$ cat src/rtl/adc_pwr_pkg.sv
package adc_pwr_pkg;

  typedef enum logic [1:0] {
    CMD_CONVERT = 2'd0,
    CMD_NAP     = 2'd1,
    CMD_SLEEP   = 2'd2,
    CMD_WAKE    = 2'd3
  } cmd_e;

  typedef enum logic [1:0] {
    PM_RUN   = 2'd0,
    PM_LIGHT = 2'd1,
    PM_DEEP  = 2'd2
  } pmode_e;

  typedef struct packed {
    logic       legal;
    logic [1:0] frames;     // number of frames to send
    logic       full_len;   // 16-edge frame instead of a cut frame
    logic       capture;    // report the sampled data
    logic       long_wait;  // hold busy for the deep-sleep wake delay
    pmode_e     next_mode;
  } plan_t;

  // Decide what a command means in a given power state
  function automatic plan_t plan_cmd(cmd_e c, pmode_e m);
    plan_t p;
    p = '0;
    p.next_mode = m;
    case (c)
      CMD_CONVERT: if (m == PM_RUN) begin
        p.legal = 1'b1; p.frames = 2'd1; p.full_len = 1'b1; p.capture = 1'b1;
      end
      CMD_NAP: if (m == PM_RUN) begin
        p.legal = 1'b1; p.frames = 2'd1; p.next_mode = PM_LIGHT;
      end
      CMD_SLEEP: if (m != PM_DEEP) begin
        p.legal = 1'b1; p.frames = (m == PM_RUN) ? 2'd2 : 2'd1; p.next_mode = PM_DEEP;
      end
      default: if (m != PM_RUN) begin
        p.legal = 1'b1; p.frames = 2'd1; p.full_len = 1'b1;
        p.long_wait = (m == PM_DEEP); p.next_mode = PM_RUN;
      end
    endcase
    return p;
  endfunction

endpackage

$ cat src/rtl/adc_pwr_sclk_gen.sv
module adc_pwr_sclk_gen #(
  parameter int DIV  = 8,
  parameter int FC_W = 5
) (
  input  logic            clk,
  input  logic            rst_n,
  input  logic            run,
  output logic            sclk,
  output logic            rise_ev,
  output logic            fall_ev,
  output logic [FC_W-1:0] fall_cnt
);
  localparam int DW = (DIV > 1) ? $clog2(DIV) : 1;

  logic [DW-1:0] div_q;
  logic          tick;

  assign tick    = run && (div_q == DW'(DIV - 1));
  assign rise_ev = tick && !sclk;
  assign fall_ev = tick && sclk;

  always_ff @(posedge clk or negedge rst_n) begin
    if (!rst_n) begin
      div_q    <= '0;
      sclk     <= 1'b1;
      fall_cnt <= '0;
    end else if (!run) begin
      div_q    <= '0;
      sclk     <= 1'b1;
      fall_cnt <= '0;
    end else begin
      div_q <= tick ? '0 : div_q + 1'b1;
      if (tick)    sclk     <= !sclk;
      if (fall_ev) fall_cnt <= fall_cnt + 1'b1;
    end
  end
endmodule

$ cat src/rtl/adc_pwr_capture.sv
module adc_pwr_capture #(
  parameter int RES_W = 12,
  parameter int LANES = 2
) (
  input  logic                        clk,
  input  logic                        rst_n,
  input  logic                        clear,
  input  logic                        shift_en,
  input  logic [LANES-1:0]            din,
  output logic [LANES-1:0][RES_W-1:0] nxt
);
  for (genvar g = 0; g < LANES; g++) begin : g_lane
    logic [RES_W-1:0] sh_q;
    assign nxt[g] = {sh_q[RES_W-2:0], din[g]};
    always_ff @(posedge clk or negedge rst_n) begin
      if (!rst_n)        sh_q <= '0;
      else if (clear)    sh_q <= '0;
      else if (shift_en) sh_q <= nxt[g];
    end
  end
endmodule

$ cat src/rtl/adc_pwr_seq.sv
module adc_pwr_seq
  import adc_pwr_pkg::*;
#(
  parameter int DIV       = 8,
  parameter int WAKE_CYC  = 1000000,
  parameter int RES_W     = 12,
  parameter int FRAME_LEN = 16,
  parameter int CUT_AT    = 5
) (
  input  logic             clk,
  input  logic             rst_n,
  input  logic [1:0]       cmd,
  input  logic             start,
  input  logic             sdata_a,
  input  logic             sdata_b,
  output logic             cs_n,
  output logic             sclk,
  output logic [RES_W-1:0] res_a,
  output logic [RES_W-1:0] res_b,
  output logic             res_valid,
  output logic             busy
);
  localparam int FC_W = $clog2(FRAME_LEN + 1);
  localparam int WK_W = $clog2(WAKE_CYC + 1);
  localparam int GW   = (DIV > 1) ? $clog2(DIV) : 1;

  typedef enum logic [1:0] {S_IDLE, S_FRAME, S_GAP, S_WAIT} st_e;

  st_e         st_q;
  pmode_e      mode_q, next_q;
  logic [1:0]  frames_q;
  logic        full_q, cap_q, wait_q;
  logic [GW-1:0]   gap_q;
  logic [WK_W-1:0] wake_q;

  plan_t       plan;
  logic        accept_ev, frame_end_ev, gap_done, wake_done;
  logic        rise_ev, fall_ev;
  logic [FC_W-1:0] fall_cnt;
  logic [1:0][RES_W-1:0] nxt;

  assign plan         = plan_cmd(cmd_e'(cmd), mode_q);
  assign accept_ev    = start && (st_q == S_IDLE) && plan.legal;
  assign frame_end_ev = rise_ev &&
                        (fall_cnt == (full_q ? FC_W'(FRAME_LEN) : FC_W'(CUT_AT)));
  assign gap_done     = (gap_q == GW'(DIV - 1));
  assign wake_done    = (wake_q >= WK_W'(WAKE_CYC - 1));

  assign cs_n = (st_q != S_FRAME);
  assign busy = (st_q != S_IDLE);

  adc_pwr_sclk_gen #(.DIV(DIV), .FC_W(FC_W)) sclk_i (
    .clk(clk), .rst_n(rst_n), .run(st_q == S_FRAME),
    .sclk(sclk), .rise_ev(rise_ev), .fall_ev(fall_ev), .fall_cnt(fall_cnt)
  );

  adc_pwr_capture #(.RES_W(RES_W), .LANES(2)) cap_i (
    .clk(clk), .rst_n(rst_n), .clear(accept_ev),
    .shift_en(rise_ev && (st_q == S_FRAME)),
    .din({sdata_b, sdata_a}), .nxt(nxt)
  );

  always_ff @(posedge clk or negedge rst_n) begin
    if (!rst_n) begin
      st_q      <= S_IDLE;
      mode_q    <= PM_RUN;
      next_q    <= PM_RUN;
      frames_q  <= '0;
      full_q    <= 1'b0;
      cap_q     <= 1'b0;
      wait_q    <= 1'b0;
      gap_q     <= '0;
      wake_q    <= '0;
      res_a     <= '0;
      res_b     <= '0;
      res_valid <= 1'b0;
    end else begin
      res_valid <= 1'b0;
      if (st_q != S_IDLE && !wake_done) wake_q <= wake_q + 1'b1;
      case (st_q)
        S_IDLE: if (accept_ev) begin
          st_q     <= S_FRAME;
          frames_q <= plan.frames;
          full_q   <= plan.full_len;
          cap_q    <= plan.capture;
          wait_q   <= plan.long_wait;
          next_q   <= plan.next_mode;
          wake_q   <= '0;
        end
        S_FRAME: if (frame_end_ev) begin
          st_q     <= S_GAP;
          gap_q    <= '0;
          frames_q <= frames_q - 1'b1;
          if (cap_q) begin
            res_a     <= nxt[0];
            res_b     <= nxt[1];
            res_valid <= 1'b1;
          end
        end
        S_GAP: begin
          gap_q <= gap_q + 1'b1;
          if (gap_done) begin
            if (frames_q != 2'd0) st_q <= S_FRAME;
            else if (wait_q)      st_q <= S_WAIT;
            else begin
              st_q   <= S_IDLE;
              mode_q <= next_q;
            end
          end
        end
        default: if (wake_done) begin
          st_q   <= S_IDLE;
          mode_q <= next_q;
        end
      endcase
    end
  end
endmodule

$ cat config.mk
export PLATFORM = sky130hd
export DESIGN_NAME = adc_pwr_seq
export DESIGN_NICKNAME = d
export VERILOG_FILES = /design/src/rtl/adc_pwr_pkg.sv /design/src/rtl/adc_pwr_sclk_gen.sv /design/src/rtl/adc_pwr_capture.sv /design/src/rtl/adc_pwr_seq.sv
export SDC_FILE = /design/constraint.sdc
export NUM_CORES = 1
export LEC_CHECK = 0
export BUFFER_PORTS_ARGS = -buffer_cell sky130_fd_sc_hd__buf_2
export CAP_MARGIN = 15
export CORE_MARGIN = 2
export CORE_UTILIZATION = 56
export CTS_BUF_LIST = sky130_fd_sc_hd__clkbuf_4 sky130_fd_sc_hd__clkbuf_8
export DETAILED_ROUTE_END_ITERATION = 7
export PLACE_DENSITY = 0.8
export SLEW_MARGIN = 10
export SYNTH_ARGS = -nofsm -noshare
export SYNTH_HDL_FRONTEND = slang
export SYNTH_SLANG_ARGS = --single-unit
$ cat constraint.sdc
create_clock -name clk -period 2.55 [get_ports clk]
set_input_delay 0.255 -clock clk [delete_from_list [all_inputs] [get_ports clk]]
set_output_delay 0.255 -clock clk [all_outputs]
set_load 0.005 [all_outputs]
==> flow_summary.toml, run 1 <==
[outcome]
outcome = "complete, no violations"

[critical_path]
start_kind = "flip-flop"
critPathCaptureType = "flip-flop"
cp.arrival_ns = 2.62
path_class = "flip-flop to flip-flop"
cp_data_required_time_ns = 2.82
crit_fanout = 8

[synth]
synth_edf_count = 0
synth_xor_area_share_pct = 2.51
synth_seq_cells = 90
synth-compound-area-share_pct = 11.1
yosys_most_used_dff = "dfrtp_1"
synth_top_family_by_area = "simple AND/OR/NAND/NOR gates"
yosys-top-cells-area = "dfrtp_1 53%, nand2_1 13%, a21oi_1 4.3%"
synth_top_area_share_pct = 53.2
yosys_warnings = 0
netlist_area_sq_um = 4180
ys_async_sr_fraction_pct = 100
synth_largest_area_cell = "dfrtp_1"
synth.distinct_cells = 48
syn_nets = 472
synth.area.mux_share_pct = 2.03
netlist_instances = 454
synth_area_per_cell_sq_um = 9.22
synth-seq-area-share_pct = 53.9
synth-simple-area-share_pct = 24.0
synth-adder-area-share_pct = 3.29

[clock_tree]
cts_max_level = 3
cts-root-buf = "clkbuf_8"
clockBufferDepth = 2
clock-sinks = 90
cts_made_buffers = 9
cts_setup_buffers = 0
clkSlewWorstSetupHoldPaths_ns = 0.09
cts_tree = "yes"
clk-insertion-delay-late_ns = 0.35

[power_and_ir_drop]
switching_power_mw = 1.16
ir_worst_vdd_v = 0.000566
combPwrFrac_pct = 25.2
power_density_nw_per_um2 = 750
p_seq_share_pct = 47.3
leakagePower_nw = 2.30
p_int_mw = 2.38
clkPwrFrac_pct = 27.5
swShare_pct = 32.9

[global_routing]
grt_max_degree = 53
antenna_found_initial = 0
grt.total_usage_pct = 22.7
grt.overflow.total = 0
grt_pass1_vias = 3263
grt_first_pass_wirelength_um = 15100

[finish]
design_area_sq_um = 4720
final_nets = 509
antenna_cells = 0
stdcell_count = 595
synthToLayoutAreaGrowth_pct = 12.9
drive_gt1_share_pct = 14.7
fill_cells = 597

[timing]
clock.fmax_mhz = 425
tightest_slew_ns = 0.660
rsz0062_at_grt = "false"
fin_tns_setup_ns = 0
fin_skew_ns = 0.00802
setup_viol = 0
maxSlewHeadroom_pct = 56.0
finalCriticalPeriod_ns = 2.36
finalHoldViolCount = 0
slew_viol_final = 0
period_share_pct = 92.4

[floorplan]
row_count = 31
die_width_um = 90.4
core_sq_um = 7250
die_y_um = 90.4
dieArea_sq_um = 8180
top_level_ports = 35
start_util_pct = 57.7

[drt]
vias = 3335
totalWireLength_um = 8580
viasPerCell = 5.61
antenna_left = 0
first_iter_violations = 138
wl_per_cell_um = 14.4
drc_errors = 0
drtPass1Iterations = 5

[placement]
dpl-instance-area_sq_um = 4510
placed_cells = 578
port_buffers = 34
dp_hpwl_um = 5950
place.gp.congestion = 0.872

[hold_path]
hold_class = "input port to flip-flop"

[job]
drv_cap = 0
## cell families (layout without fill, tap and decap cells)
family | count (synthesis) | in the layout
compound gates | 71 | 71
xor+xnor | 12 | 12
fa+ha+maj | 11 | 11
buf+inv | 35 | 77
flops | 90 | 90
mux | 8 | 8
simple gates | 227 | 227
## per-layer routing
layer	track usage, %	vias to the layer above	part of all wire (%)	wire [um]
met5	0	-	0	0
met4	5.13	0	1.0	88
met3	5.26	9	4.5	385
met2	38.2	85	51	4370
met1	30.1	1630	44	3740
li1	-	1611	-	-
## cells in the mapped netlist, types with 2 or more instances
cell type / count
a21oi_1: 36
a22o_1: 4
a31oi_1: 2
a32o_1: 2
and2_1: 2
and3_1: 4
and4_1: 2
buf_2: 3
clkbuf_1: 18
dfrtp_1: 89
ha_1: 11
inv_1: 11
inv_2: 2
mux2_1: 3
mux2i_1: 4
nand2_1: 143
nand2b_1: 2
nand3_1: 15
nand4_1: 7
nand4bb_1: 2
nor2_1: 23
nor3_1: 10
nor3b_1: 5
nor4_1: 2
o211ai_1: 4
o21ai_1: 8
o22ai_1: 2
o31ai_1: 4
or3_1: 5
xnor2_1: 6
xor2_1: 6
## registers in the layout (all words and copies together), names as in the netlist, 2 cells and up
name / count
sclk_i.fall_cnt: 5
gap_q: 3
sclk_i.div_q: 3
next_q: 2
res_a: 12
frames_q: 2
cap_i.g_lane.sh_q: 22
res_b: 12
mode_q: 2
wake_q: 20
st_q: 2
## path summary, 6_finish.rpt
check	start	to	slack, ns	cells after the start
worst max-delay path	wake_q[12]	wake_q[9]	0.19	6
min in group asynchronous	rst_n	cap_i.g_lane[0].sh_q[7]	0.47	2
max in group asynchronous	rst_n	sclk_i.sclk	1.36	3
worst min register to register	sclk_i.div_q[0]	sclk_i.div_q[0]	0.45	1
worst min-delay path	sdata_b	res_b[0]	0.12	3
worst max register to register	wake_q[12]	wake_q[9]	0.19	6
## worst max-delay path: stages (launching register included)
cell and delay [ns]:
dfrtp_1 0.43, or4_4 0.56, a21oi_4 0.18, a211oi_4 0.11
or2_1 0.32, or4_1 0.52, a21oi_1 0.16
## per-stage QoR
stage          power [mW]  hold WS (ns)  setup WS, ns  util (%)
6_report             3.54         0.119         0.195      65.1
5_1_grt              3.76         0.107        0.0339      65.1
4_1_cts              3.57         0.100         0.142      65.1
3_5_place_dp         2.58         0.331         0.162      62.2
3_3_place_gp         2.52         0.322         0.263      62.2
2_1_floorplan        2.29       -0.0406         0.149         -
## cell usage in the layout, fill, tap and decap left out, types with 5 or more instances in the layout
cell,netlist,final
buf_2,3,33
or3_1,5,5
a21oi_1,36,36
nor2_1,23,23
nor3_1,10,10
buf_4,0,13
o21ai_1,8,8
dfrtp_1,89,89
nand4_1,7,7
xnor2_1,6,6
ha_1,11,11
nand2_1,143,143
xor2_1,6,6
clkbuf_8,0,9
inv_1,11,11
nand3_1,15,15
## power by group through the flow
stage	Clock [mW]	Sequential [mW]	Combinational, mW
3_5_place_dp	0	1.70	0.879
2_1_floorplan	0	1.67	0.619
4_1_cts	1.00	1.67	0.891
6_report	0.973	1.67	0.893
5_1_grt	1.05	1.69	1.01
3_3_place_gp	0	1.69	0.830
## layout make-up
cell class                      instances  area [sq um]  share of cell area [%]
Clock inverter                          5          62.6                    1.32
Clock buffer                           11           139                    2.94
Multi-Input combinational cell        329          1800                    38.2
Sequential cell                        90          2250                    47.7
Inverter                               13          48.8                    1.03
Tap cell                               99           124                    2.62
Timing Repair Buffer                   48           293                    6.20
## repair_timing
| item | CTS | global route |
|---|---|---|
| endpoints found under the hold margin | 51 | 0 |
| setup endpoints to repair | 0 | 1 |
| gates resized for setup | 0 | 1 |
| hold buffers | 1 | 0 |
No activity file was read; power rests on OpenSTA's default activity.
==> run 2, diff against run 1 <==
- CORE_UTILIZATION: 56 -> 50
- PLACE_DENSITY: 0.8 -> 0.73
- SETUP_SLACK_MARGIN: default -> 0.3
==> run 2 against run 1 <==
  * Combinational power increased by 5.8%
  * First-iteration DRC count increased by 38%
  * Clock skew increased by 0.0063 ns
  * Final cell count increased by 2.7%
  * Largest power group unchanged
  * Count of clock-buffer cells in the layout decreased by 2
  * Register-to-register slack improved by 0.14 ns
  * Via count about the same
  * Utilization decreased by 6.0 points
  * Non-clock buffer count increased by 10
  * Global-route usage decreased by 2.2 points
  * Wire length increased by 1.8%
  * Power increased by 0.56%
  * Highest routed layer unchanged
  * Critical path type unchanged
==> flow_summary.toml, run 2 (synthesized netlist as in run 1, its figures left out) <==
[timing]
fin_tns_setup_ns = 0
fin_skew_ns = 0.0143
setup_viol = 0
period_share_pct = 86.9
clock.fmax_mhz = 451
slew_viol_final = 0
finalCriticalPeriod_ns = 2.22
tightest_slew_ns = 0.527
rsz0062_at_grt = "true"
maxSlewHeadroom_pct = 64.8
finalHoldViolCount = 0

[finish]
final_nets = 519
antenna_cells = 0
final_common_cell = "nand2_1"
reg_top3 = "cap_i.g_lane.sh_q: 22 flops, wake_q: 20 flops"
synthToLayoutAreaGrowth_pct = 15.6
multiInputGateArea_sq_um = 1840
layout_common_cells = "143 x nand2_1, 89 x dfrtp_1, 35 x a21oi_1, 33 x buf_2"
seqCellArea_sq_um = 2250
largest_register_ffs = 22
design_area_sq_um = 4840
drive_gt1_share_pct = 17.6
top_register = "cap_i.g_lane.sh_q"
fill_cells = 694

[floorplan]
die_width_um = 95.5
row_count = 33
start_util_pct = 51.2
die_y_um = 95.5
top_level_ports = 35
core_sq_um = 8180
dieArea_sq_um = 9120

[placement]
place.gp.congestion = 0.902
dpl-instance-area_sq_um = 4510
port_buffers = 34
dp_hpwl_um = 5670

[global_routing]
grt.total_usage_pct = 20.4
antenna_found_initial = 0
grt.overflow.total = 0
grt_first_pass_wirelength_um = 14400
grt_pass1_vias = 3139
grt_max_degree = 52

[critical_path]
start_kind = "flip-flop"
cp.arrival_ns = 2.52
crit_fanout = 7
cp_data_required_time_ns = 2.85
path_class = "flip-flop to flip-flop"
critPathCaptureType = "flip-flop"

[clock_tree]
cts_tree = "yes"
clk-insertion-delay-late_ns = 0.38
cts_max_level = 3
clock-sinks = 90
clkSlewWorstSetupHoldPaths_ns = 0.11
cts_made_buffers = 9
clockBufferDepth = 2
cts-root-buf = "clkbuf_8"

[drt]
first_iter_violations = 190
wl_per_cell_um = 14.3
drc_errors = 0
antenna_left = 0
vias = 3333
drtPass1Iterations = 4
totalWireLength_um = 8730
viasPerCell = 5.45

[power_and_ir_drop]
ir_worst_vdd_v = 0.000365
leakagePower_nw = 2.35
power_density_nw_per_um2 = 736

[job]
drv_cap = 0

[outcome]
outcome = "complete, no violations"

[hold_path]
hold_class = "input port to flip-flop"
-- run 2: worst max-delay path: stages (launching register included) --
cell	delay, ns
dfrtp_1	0.40
or4_4	0.55
a21oi_4	0.16
a211oi_4	0.09
or2_4	0.27
or4_4	0.52
a21oi_2	0.15
-- run 2: path summary, 6_finish.rpt --
| check | endpoint | cells past startpoint | from | slack [ns] |
|---|---|---|---|---|
| min reg2reg | sclk_i.div_q[0] | 1 | sclk_i.div_q[0] | 0.45 |
| max reg2reg | wake_q[9] | 6 | wake_q[12] | 0.33 |
| max | wake_q[9] | 6 | wake_q[12] | 0.33 |
| min in group asynchronous | gap_q[2] | 2 | rst_n | 0.40 |
| max in group asynchronous | cap_i.g_lane[1].sh_q[9] | 3 | rst_n | 1.51 |
| min | res_a[0] | 3 | sdata_a | 0.08 |
-- run 2: area by class of cell --
type | instances | share of cell area, %
sequential | 90 | 46.6
multi-input combinational | 329 | 38.0
clock inverter | 7 | 1.50
tap | 105 | 2.72
timing repair buffer | 58 | 7.61
clock buffer | 9 | 2.56
inverter | 13 | 1.01
-- run 2: layer usage --
layer	GRT usage [%]	vias to the layer above	share of wire, %	wire length (um)
li1	-	1633	-	-
met5	0	-	0	0
met2	32.7	77	48	4230
met4	10.0	0	2.2	188
met3	4.74	20	4.3	371
met1	26.2	1603	45	3940
-- run 2: per-stage QoR --
step / hold slack, ns / setup WS, ns / util [%] / cells / total power [mW]
after floorplan: -0.0406 / 0.303 / - / 454 / 2.29
after global placement: 0.272 / 0.279 / 55.1 / 581 / 2.52
after detailed placement: 0.268 / 0.197 / 55.1 / 581 / 2.56
after CTS: 0.0745 / 0.301 / 58.2 / 603 / 3.55
after global routing: 0.0785 / 0.275 / 59.2 / 611 / 3.77
final: 0.0809 / 0.334 / 59.2 / 611 / 3.56
-- run 2: where the power goes --
| part | total (mW) | switching (mW) | internal (mW) |
|---|---|---|---|
| sequential | 1.65 | 0.0955 | 1.56 |
| clock | 0.959 | 0.575 | 0.384 |
| combinational | 0.945 | 0.575 | 0.370 |
-- run 2: what timing repair did --
action	in CTS	in global routing
setup buffers	5	8
pin swaps	0	4
hold buffers	1	0
endpoints found under the setup margin	5	12
gates resized for setup	3	4
endpoints found under the hold margin	38	0
==> run 3, diff against run 2 <==
- ABC_AREA: default -> 1
- CORE_UTILIZATION: 50 -> 42
- PLACE_DENSITY: 0.73 -> 0.63
==> run 3 against run 2 <==
  * Register-to-register slack improved by 0.21 ns
  * Count of clock-buffer cells in the layout increased by 1
  * Synthesized cell count increased by 20%
  * Setup slack improved by 0.21 ns
  * Power increased by 0.82%
  * Sequential power increased by 2%
  * Sequential share of layout area decreased by 1.6 points
==> flow_summary.toml, run 3 <==
[global_routing]
grt_first_pass_wirelength_um = 16500
grt.overflow.total = 0
grt.total_usage_pct = 17.9
antenna_found_initial = 0
grt_max_degree = 50
grt_pass1_vias = 3502

[synth]
yosys_most_used_dff = "dfrtp_1"
ys_async_sr_fraction_pct = 100
synth_seq_cells = 90
yosysMostFrequentCell = "nand2_1"
syn_nets = 562
synth-seq-area-share_pct = 50.0
synth_edf_count = 0
netlist_area_sq_um = 4510
netlist_instances = 544
synth_top_area_share_pct = 49.4
synthTopCellsByCount = "139 x nand2_1, 89 x dfrtp_1, 62 x inv_1, 47 x o21ai_0, 44 x nor2_1"
yosys-top-cells-area = "dfrtp_1 49%, nand2_1 12%, o21ai_0 5.2%"
yosys_warnings = 0
synth_area_per_cell_sq_um = 8.28
synth.distinct_cells = 31
synth_largest_area_cell = "dfrtp_1"

[placement]
port_buffers = 34
dp_hpwl_um = 6450
place.gp.congestion = 0.822

[critical_path]
worst_path_max_delay_cell = "dfrtp_1"
r2r_setup_slack_ns = 0.54
start_kind = "flip-flop"
crit_fanout = 19
crit_path_frequent_cell = "inv_1"
rr_worst_depth = 8
cp.arrival_ns = 2.25
crit_chain = "inv_1, ha_1, nand2_1, inv_1, nand2_1, inv_1, buf_4, a21oi_1"
rr_startpoint = "st_q[0]"
crit_path_max_incr_delay_ns = 0.41
r2r_end = "wake_q[12]"
critPathCaptureType = "flip-flop"
path_class = "flip-flop to flip-flop"
cp_data_required_time_ns = 2.79

[finish]
final_common_cell = "nand2_1"
top_register = "cap_i.g_lane.sh_q"
final_nets = 597
synthToLayoutAreaGrowth_pct = 11.1
drive_gt1_share_pct = 11.3
antenna_cells = 0
reg_top3 = "cap_i.g_lane.sh_q: 22 flops, wake_q: 20 flops"
layout_common_cells = "139 x nand2_1, 89 x dfrtp_1, 62 x inv_1, 46 x o21ai_0, 44 x nor2_1"
largest_register_ffs = 22
fill_cells = 1065

[timing]
finalHoldViolCount = 0
period_share_pct = 78.7
fin_tns_setup_ns = 0
setup_viol = 0
fin_skew_ns = 0.00474
finalCriticalPeriod_ns = 2.01
slew_viol_final = 0
tightest_slew_ns = 0.645
maxSlewHeadroom_pct = 57.0
hold_slack_ns = 0.117
clock.fmax_mhz = 498
rsz0062_at_grt = "false"

[clock_tree]
cts-root-buf = "clkbuf_8"
cts_max_level = 3
cts_tree = "yes"
clockBufferDepth = 2
cts_made_buffers = 9
clock-sinks = 90
clkSlewWorstSetupHoldPaths_ns = 0.09
clk-insertion-delay-late_ns = 0.36

[power_and_ir_drop]
power_density_nw_per_um2 = 717
leakagePower_nw = 2.37
ir_worst_vdd_v = 0.000294

[floorplan]
die_width_um = 108
die_y_um = 108
core_sq_um = 10400
dieArea_sq_um = 11600
top_level_ports = 35
start_util_pct = 43.4
row_count = 37

[hold_path]
hold_path_depth = 3
hold_path_end = "res_a[0]"
hp-start = "sdata_a"
hold_class = "input port to flip-flop"

[drt]
viasPerCell = 5.01
vias = 3599
first_iter_violations = 176
drtPass1Iterations = 5
wl_per_cell_um = 12.9
drc_errors = 0
antenna_left = 0
totalWireLength_um = 9280

[job]
drv_cap = 0

[outcome]
outcome = "complete, no violations"
==> run 3: cell count changes after synthesis, sizes merged, moves of 6 or more <==
| cell | previous run | this run |
|---|---|---|
| inv | 13 | 62 |
| o21ai | 9 | 48 |
| nand3 | 15 | 42 |
| nor2 | 23 | 48 |
| o21a | 0 | 22 |
| a21oi | 37 | 24 |
| clkbuf | 18 | 5 |
| buf | 4 | 13 |
| xor2 | 6 | 14 |
| nor3 | 10 | 4 |
==> run 3: critical path, delay by kind of cell, from the launching register on <==
| kind | cells | cell delay (ns) |
|---|---|---|
| and+or+nand+nor | 2 | 0.32 |
| AOI/OAI and AO/OA | 1 | 0.08 |
| adders and majority gates | 1 | 0.32 |
| DFF | 1 | 0.41 |
| buffers and inverters | 4 | 0.76 |
==> run 3: per-layer routing <==
| layer | track usage, % | part of all wire (%) |
|---|---|---|
| met1 | 24.2 | 48 |
| met2 | 29.2 | 47 |
| met3 | 2.78 | 3.2 |
| met4 | 6.41 | 1.6 |
| met5 | 0 | 0 |
==> run 3: worst max path at each step <==
| stage | start | end | cells past startpoint |
|---|---|---|---|
| finish | st_q[0] | wake_q[12] | 8 |
| global route | sclk_i.div_q[0] | st_q[0] | 11 |
| CTS | st_q[0] | wake_q[12] | 8 |
| detailed placement | st_q[0] | wake_q[12] | 8 |
| global placement | st_q[0] | wake_q[1] | 8 |
| floorplan | sclk_i.div_q[0] | res_a[4] | 11 |
==> run 3: timing repair <==
action | 4_1_cts | 5_1_grt
buffers inserted | 0 | 0
setup endpoints to repair | 0 | 1
hold endpoints to repair | 47 | 0
resized for setup | 0 | 1
hold buffers | 1 | 0
==> run 3: cell families after synthesis <==
group           after synthesis  synth area share [%]
simple gates                248                  23.5
compound gates               97                  12.4
flops                        90                  50.0
buf+inv                      82                  7.86
xor+xnor                     16                  3.11
fa+ha+maj                    11                  3.05
==> run 3: area by class of cell <==
type                       count  area, sq um  share of cell area, %
inverter                      64          240                   4.80
timing repair buffer          42          260                   5.20
clock buffer                  10          138                   2.75
multi-input combinational    372         1910                   38.2
tap                          136          170                   3.40
sequential                    90         2250                   45.0
clock inverter                 5         31.3                  0.625
==> run 3: where the power goes <==
group          internal (mW)  switching (mW)  leakage, nW
combinational          0.320           0.707         1.06
clock                  0.372           0.496       0.0879
sequential              1.57           0.122         1.22
total                   2.26            1.33         2.37
==> run 3: through the flow <==
stage | worst slack [ns] | total power [mW] | util [%] | instances | area, sq um
after floorplan | 0.747 | 2.44 | - | 544 | 4510
after global placement | 0.570 | 2.70 | 46.5 | 703 | 4820
after detailed placement | 0.539 | 2.74 | 46.5 | 703 | 4820
after CTS | 0.518 | 3.63 | 48.2 | 719 | 5000
after global routing | 0.327 | 3.87 | 48.3 | 719 | 5000
final | 0.543 | 3.59 | 48.3 | 719 | 5000
